File: config.mk
export PLATFORM = sky130hd
export DESIGN_NAME = rx_err_ctrl
export DESIGN_NICKNAME = d
export VERILOG_FILES = /design/src/rtl/rxerr_pkg.sv /design/src/rtl/rxerr_qualify.sv /design/src/rtl/rxerr_sticky.sv /design/src/rtl/rxerr_conceal.sv /design/src/rtl/rx_err_ctrl.sv
export SDC_FILE = /design/constraint.sdc
export NUM_CORES = 1
export LEC_CHECK = 0
export ABC_AREA = 1
export BUFFER_PORTS_ARGS = -buffer_cell sky130_fd_sc_hd__buf_2
export CAP_MARGIN = 20
export CORE_MARGIN = 5
export CORE_UTILIZATION = 45
export DETAILED_ROUTE_END_ITERATION = 8
export PLACE_DENSITY = 0.82
export SLEW_MARGIN = 15
export SYNTH_ARGS = -nofsm -noshare
export SYNTH_HDL_FRONTEND = slang
export SYNTH_HIERARCHICAL = 1
export SYNTH_SLANG_ARGS = --single-unit
export TNS_END_PERCENT = 1
File: constraint.sdc
create_clock -name clk -period 1.4 [get_ports clk]
set_input_delay 0.28 -clock clk [delete_from_list [all_inputs] [get_ports clk]]
set_output_delay 0.28 -clock clk [all_outputs]
set_load 0.05 [all_outputs]
File: src/rtl/rxerr_pkg.sv
// Shared types for the receiver error controller.
// Assumes: a two-bit hold-mode field where 2'b11 aliases repeat.
package rxerr_pkg;
    localparam int ERR_CLASSES = 7;

    typedef enum logic [1:0] {
        HOLD_REPEAT     = 2'b00,
        HOLD_ZERO       = 2'b01,
        HOLD_PASS       = 2'b10,
        HOLD_REPEAT_ALT = 2'b11
    } hold_e;
endpackage

File: src/rtl/rxerr_qualify.sv
// Gates the raw error flags with the mask and the sample strobe.
// Produces the active vector, an any-error flag and a concealment request.
// Assumes: the flags are only meaningful on strobe clocks.
module rxerr_qualify #(
    parameter int               ERR_W       = 7,
    parameter logic [ERR_W-1:0] NOCONCEAL   = 7'b110_0000
) (
    input  logic [ERR_W-1:0] flags,
    input  logic [ERR_W-1:0] mask,
    input  logic             strobe,
    output logic [ERR_W-1:0] active,
    output logic             any_active,
    output logic             conceal
);
    logic [ERR_W-1:0] harm;

    // Per-class gating; the CRC-class positions never request concealment.
    for (genvar i = 0; i < ERR_W; i++) begin : g_bit
        assign active[i] = flags[i] & mask[i] & strobe;
        if (NOCONCEAL[i]) begin : g_crc
            assign harm[i] = 1'b0;
        end else begin : g_audio
            assign harm[i] = active[i];
        end
    end

    // Reduce the per-bit results.
    always_comb begin
        any_active = |active;
        conceal    = |harm;
    end
endmodule

File: src/rtl/rxerr_sticky.sv
// Sticky error register with read-to-clear, error pulse and interrupt.
// Assumes: a set on the read clock takes priority over the clear.
module rxerr_sticky #(
    parameter int ERR_W = 7
) (
    input  logic             clk,
    input  logic             rst_n,
    input  logic [ERR_W-1:0] active,
    input  logic             any_active,
    input  logic             rd_stb,
    output logic [ERR_W-1:0] status,
    output logic             pulse,
    output logic             irq
);
    // One sticky bit per error class.
    for (genvar i = 0; i < ERR_W; i++) begin : g_flag
        always_ff @(posedge clk) begin
            if (!rst_n)         status[i] <= 1'b0;
            else if (active[i]) status[i] <= 1'b1;
            else if (rd_stb)    status[i] <= 1'b0;
        end
    end

    // One-clock pulse per strobe that carried an unmasked error.
    always_ff @(posedge clk) begin
        if (!rst_n) pulse <= 1'b0;
        else        pulse <= any_active;
    end

    // Level interrupt while anything is recorded.
    always_comb irq = |status;
endmodule

File: src/rtl/rxerr_conceal.sv
// Sample concealment: repeat, zero or pass on a concealing error.
// Assumes: the last good sample is updated only on clean strobes.
module rxerr_conceal #(
    parameter int SMP_W = 24
) (
    input  logic             clk,
    input  logic             rst_n,
    input  logic [SMP_W-1:0] smp_in,
    input  logic             strobe,
    input  logic             conceal,
    input  logic [1:0]       hold_mode,
    output logic [SMP_W-1:0] smp_out,
    output logic             smp_out_valid
);
    import rxerr_pkg::*;

    hold_e            mode;
    logic [SMP_W-1:0] last_good;
    logic [SMP_W-1:0] chosen;

    // Select the sample to emit on this strobe.
    always_comb begin
        mode   = hold_e'(hold_mode);
        chosen = smp_in;
        if (conceal) begin
            unique case (mode)
                HOLD_ZERO:       chosen = '0;
                HOLD_PASS:       chosen = smp_in;
                HOLD_REPEAT,
                HOLD_REPEAT_ALT: chosen = last_good;
                default:         chosen = last_good;
            endcase
        end
    end

    // Track the most recent clean sample.
    always_ff @(posedge clk) begin
        if (!rst_n)                  last_good <= '0;
        else if (strobe && !conceal) last_good <= smp_in;
    end

    // Register the output sample and its strobe.
    always_ff @(posedge clk) begin
        if (!rst_n) begin
            smp_out       <= '0;
            smp_out_valid <= 1'b0;
        end else begin
            smp_out_valid <= strobe;
            if (strobe) smp_out <= chosen;
        end
    end
endmodule

File: src/rtl/rx_err_ctrl.sv
// Top of the receiver error controller: mask gating, sticky reporting
// with read-to-clear, error pulse, interrupt and sample concealment.
// Assumes: all outputs are registered one clock after the strobe.
module rx_err_ctrl #(
    parameter int               SMP_W     = 24,
    parameter int               ERR_W     = rxerr_pkg::ERR_CLASSES,
    parameter logic [ERR_W-1:0] NOCONCEAL = 7'b110_0000
) (
    input  logic             clk,
    input  logic             rst_n,
    input  logic [ERR_W-1:0] err_flags,
    input  logic [ERR_W-1:0] err_mask,
    input  logic [1:0]       hold_mode,
    input  logic [SMP_W-1:0] smp_in,
    input  logic             smp_valid,
    input  logic             rd_stb,
    output logic [ERR_W-1:0] err_reg,
    output logic             err_pulse,
    output logic             irq,
    output logic [SMP_W-1:0] smp_out,
    output logic             smp_out_valid
);
    logic [ERR_W-1:0] active;
    logic             any_active;
    logic             conceal;

    rxerr_qualify #(.ERR_W(ERR_W), .NOCONCEAL(NOCONCEAL)) u_qual (
        .flags(err_flags), .mask(err_mask), .strobe(smp_valid),
        .active(active), .any_active(any_active), .conceal(conceal)
    );

    rxerr_sticky #(.ERR_W(ERR_W)) u_sticky (
        .clk(clk), .rst_n(rst_n), .active(active), .any_active(any_active),
        .rd_stb(rd_stb), .status(err_reg), .pulse(err_pulse), .irq(irq)
    );

    rxerr_conceal #(.SMP_W(SMP_W)) u_conc (
        .clk(clk), .rst_n(rst_n), .smp_in(smp_in), .strobe(smp_valid),
        .conceal(conceal), .hold_mode(hold_mode),
        .smp_out(smp_out), .smp_out_valid(smp_out_valid)
    );
endmodule

# Yosys cells after proc, flatten, opt, wreduce, memory -nomap -nowiden
# Index checks and enable logic that the tools add are counted.
[word_totals] register_bits=57 out_inout_bits=34
[classes] eq_ne=3 muxes=10 bitwise=14 reduce_logical=14
[ops] operator="24-bit one-hot mux with 3 select lines" count=1
[ops] operator="24-bit 2-to-1 mux" count=1
[ops] operator="1-bit bitwise AND" count=14
[ops] operator="2-bit nonzero test" count=7
[ops] operator="7-bit OR reduction" count=2
[ops] operator="1-bit 2-to-1 mux" count=8
[ops] operator="5-bit OR reduction" count=1
[ops] operator="2-bit == test (second input constant)" count=2
[ops] operator="2-bit by 1-bit == test with 1-bit output (second input constant)" count=1
[ops] operator="2-bit logical NOT" count=1
[ops] operator="2-bit OR reduction" count=1
[ops] operator="1-bit logical AND" count=1
[ops] operator="1-bit logical NOT" count=1

# Longest topological paths before layout
[depth] word_depth=5 depth_mapped=11 depth_no_buf=9

# Cells and area by module
# The synthesis kept the hierarchy.
[by_module_without_submodules] mod="rxerr_conceal" n_inst=1 cells_each=347 area_per_inst_um2=2317.2 seq_area_each_um2=980.9
[by_module_without_submodules] mod="rxerr_sticky" n_inst=1 cells_each=45 area_per_inst_um2=307.8 seq_area_each_um2=160.2
[by_module_without_submodules] mod="rxerr_qualify" n_inst=1 cells_each=21 area_per_inst_um2=87.6 seq_area_each_um2=0.0

# Worst setup path before layout
# OpenSTA, ideal clock, no wires.
[synth_path] kind="register to output" start="register u_sticky.status[2]" end="output irq" arrival_ns=1.173 t_required_ns=1.120 setup_slack_ns=-0.053 path_stages_with_launch=5 n_path_buf=0 path_cell_list="dfxtp_1 -> inv_1 -> nand2_1 -> nor2_1 -> nand2_1"
[synth_between] elab_chain_cells=1
[synth_lines] element="start, declared" line_no="rxerr_sticky.sv:11" source="output logic [ERR_W-1:0] status,"
[synth_lines] element="start signal, assigned by index" line_no="rxerr_sticky.sv:18" source="if (!rst_n) status[i] <= 1'b0;"
[synth_lines] element="start signal, assigned by index" line_no="rxerr_sticky.sv:19" source="else if (active[i]) status[i] <= 1'b1;"
[synth_lines] element="start signal, assigned by index" line_no="rxerr_sticky.sv:20" source="else if (rd_stb) status[i] <= 1'b0;"
[synth_lines] element="7-bit OR reduction" line_no="rxerr_sticky.sv:31" source="always_comb irq = |status;"
[synth_lines] element="end, declared" line_no="rx_err_ctrl.sv:19" source="output logic irq,"
# Every way passes these cells.

# Worst setup path in the final report
[layout_path] start="register u_sticky.status[6]" end="output irq"
# Same word-level chain as after synthesis.

==> results.md <==
- Status: complete, no violations
- CP Data Arrival Time: 1070 ps
- Maximum vdd drop: 0.000754 V
- Cell taking the most area after synthesis: dfxtp_1
- Hold Vio Cnt, Final: 0
- Clock buffer depth: 2
- RePlAce Congestion: between 0.7 and 0.8
- Critical Path Start Type: flop
- CTS tree: done
- Mapped Nets: 459
- Leakage: about 0.0018 µW
- Yosys cell types: 15
- Worst hold-check path type: in -> reg
- Multiplexer share of the synthesized area: 0%
- Initial Utilization: 46.1%
- Critical-path cell list: inv_1 > nand2_2 > nor2_2 > nand2_1 > buf_6
- First-pass GRT wire length: 11,700 µm
- RSZ-0062 raised after global routing: true
- Remaining global-route overflow: 0
- Synth top area cells: dfxtp_1 (42%), nand2_1 (23%), a21oi_1 (10%)
- Number of enable flip-flop cells after synthesis: 0
- Clk sinks: between 50 and 60
- Synth top area share: 42.1%
- Clk_lat worst skew: 330 ps
- CP required: about 1100 ps
- Worst r2r src: u_conc/last_good[22]
- Switch Pwr: 1300 µW
- Worst r2r dst: u_conc/smp_out[22]
- Primary FF master, synth: dfxtp_1
- Max Slew Vio Count: 0
- Worst slack at placement: -56.6 ps
- Slew @ Worst Pin: around 330 ps
- Critical path capture point type: output port
- CP max-delay cell: dfxtp_2
- Seq pwr share: 42.5%
- Post-Syn Instances: 413
- Largest family of logic cells by synthesized area: simple AND/OR/NAND/NOR gates
- Post-synth top cells: nand2_1 (163), dfxtp_1 (57), a21oi_1 (55), nand3_1 (55), inv_1 (50)
- Tcrit/Tclk final: 96.4%
- Async SR Flop Fraction: 0%
- Diode count: 0
- Root Buffer: clkbuf_8
- Critical path class: reg -> out
- Number of global-route vias before repair: around 2,700
- Final wirelength: 7220 µm
- Avg Inst Size Synth: 6.57 µm²
- Yosys warnings: 6
- Drt first-iter violations: 262
- Worst setup path endpoint: irq
- Clock power share: 36.6%
- R2R cell count: 4
- WP depth: 5
- Post-Syn Area: 2710 µm²
- H-tree Lvls: 3
- Minimum clock period: 1350 ps
- Slowest stage delay, CP: 320 ps
- P per Cell Area: 1210 nW/µm²
- Count leader, synth: nand2_1
- CP max FO: 2
- CTS Buf Count: 9
- Pint: 2860 µW
- Pin count of the biggest net entering global routing: 28
- Vias per cell: between 4 and 5
- Dominant delay contributor by cell family on the critical path: flip-flops
- Sequential element share of the synthesized area: 42.1%
- Antenna violations before repair: 0
- Router iterations before antenna repair: 5
- # setup viols final: 0
- # port buffers: 77
- Final worst slack: ~50 ps
- Wire per inst: 12.6 µm
- Area growth from synthesis to layout: 27.0%
- FF+latch count, synth: 57
- Comb power frac: 20.9%
- Final setup skew: 5.81 ps
- Layout cells sized above 1: 25.3%
- Global-route usage over all layers: between 10% and 20%
- Post-synthesis simple-gate area fraction: ~34%
- Post-Route Utilization: 58.5%
- Cts-stage hold buffer count: 0
- Die Ht: 87.6 µm
- DIE AREA: 7680 µm²
- Sw frac: 31.4%
- Synth Area in Compound Gates: about a tenth
- # rows: 28
- IO Count: 78
- Dpl hpwl: 5010 µm
- Max-cap check violation count: 0
- Rel. slew slack: 78.3%
- Via count: between 2,000 and 3,000
- WP buf/inv: 2
- Core Region: about 5900 µm²
- Nets: 540
- Reg-to-reg setup timing slack: 660 ps
- Die Wd: 87.6 µm
- Final hold slack: ~180 ps
- Max frequency: 741 MHz
- Routed Antenna Nets: 0
- CP startpoint: u_sticky/status[6]
- DRC: 0
- Post-synthesis xor/xnor area fraction: 0%
- Worst-path clk slew: 70 ps
- Post-Synth Adder-Cell Area: 0.923%
worst min path at each step:
stage	start	end	slack, ps	cells after the start
3_5_place_dp	u_sticky/status[5]	u_sticky/status[5]	450	2
2_1_floorplan	rst_n	u_sticky/pulse	370	2
5_1_grt	rst_n	u_conc/smp_out_valid	180	3
6_report	rst_n	u_conc/smp_out_valid	180	3
3_3_place_gp	u_conc/last_good[0]	u_conc/last_good[0]	450	2
4_1_cts	rst_n	u_conc/smp_out_valid	170	3
power by group through the flow:
stage               combinational, µW  sequential (µW)  clock [µW]
floorplan                         400             1990           0
global placement                  836             1800           0
detailed placement                852             1800           0
CTS                               858             1770        1550
global route                      946             1780        1640
finish                            869             1770        1520
routing by layer:
layer / wire, µm / global-route usage, % / vias up
li1: - / - / 1448
met1: 3010 / 23.1 / 1271
met2: 3470 / 32.0 / 116
met3: 661 / 6.77 / 8
met4: 74 / 6.97 / 0
met5: 0 / 0 / -
sequential cells by signal (all words and copies together) (netlist names):
signal / cells
u_conc/last_good: 24
u_conc/smp_out: 24
u_conc/smp_out_valid: 1
u_sticky/pulse: 1
u_sticky/status: 7
cells in the final DEF (no fill, tap or decap), drive strengths merged:
cell type / synthesis / layout
dfxtp: 57 / 57
a21oi: 55 / 55
nand2: 163 / 163
nor2: 5 / 5
buf: 18 / 93
nand3: 55 / 55
bufinv: 0 / 1
clkinv: 0 / 4
ha: 2 / 2
inv: 53 / 53
clkinvlp: 0 / 1
clkbuf: 5 / 10
timing repair:
| item | CTS | global route |
|---|---|---|
| gates resized for setup | 1 | 8 |
| endpoints found under the hold margin | 0 | 0 |
| setup endpoints to repair | 1 | 1 |
| buffers inserted | 0 | 2 |
| pin swaps | 0 | 4 |
area by class of cell:
type                            count  area (µm²)
Tap cell                           75        93.8
Multi-Input combinational cell    280        1230
Sequential cell                    57        1150
Inverter                           53         201
Fill cell                         564        2440
Timing Repair Buffer               93         574
Clock inverter                      6        57.6
Clock buffer                       10         138
through the flow:
stage	cell area (µm²)	power (µW)	cells	TNS (ps)
6_report	3450	4160	574	0
5_1_grt	3450	4360	574	-31.0
4_1_cts	3420	4180	572	0
3_5_place_dp	3220	2650	556	-779
3_3_place_gp	3220	2630	556	-64.7
2_1_floorplan	2720	2390	413	0
cell families (layout without fill, tap and decap cells):
kind of cell	count (synthesis)	after routing
buffers and inverters	76	162
DFF	57	57
AOI/OAI and AO/OA	55	55
adders and majority gates	2	2
and+or+nand+nor	223	223
worst reg2reg max path: cells and delay by family, from the launching register on:
kind,cells,cell delay [ps]
and+or+nand+nor,3,180
AOI/OAI and AO/OA,1,160
DFF,1,330
Note: power is estimated with default switching activity, not from simulation.
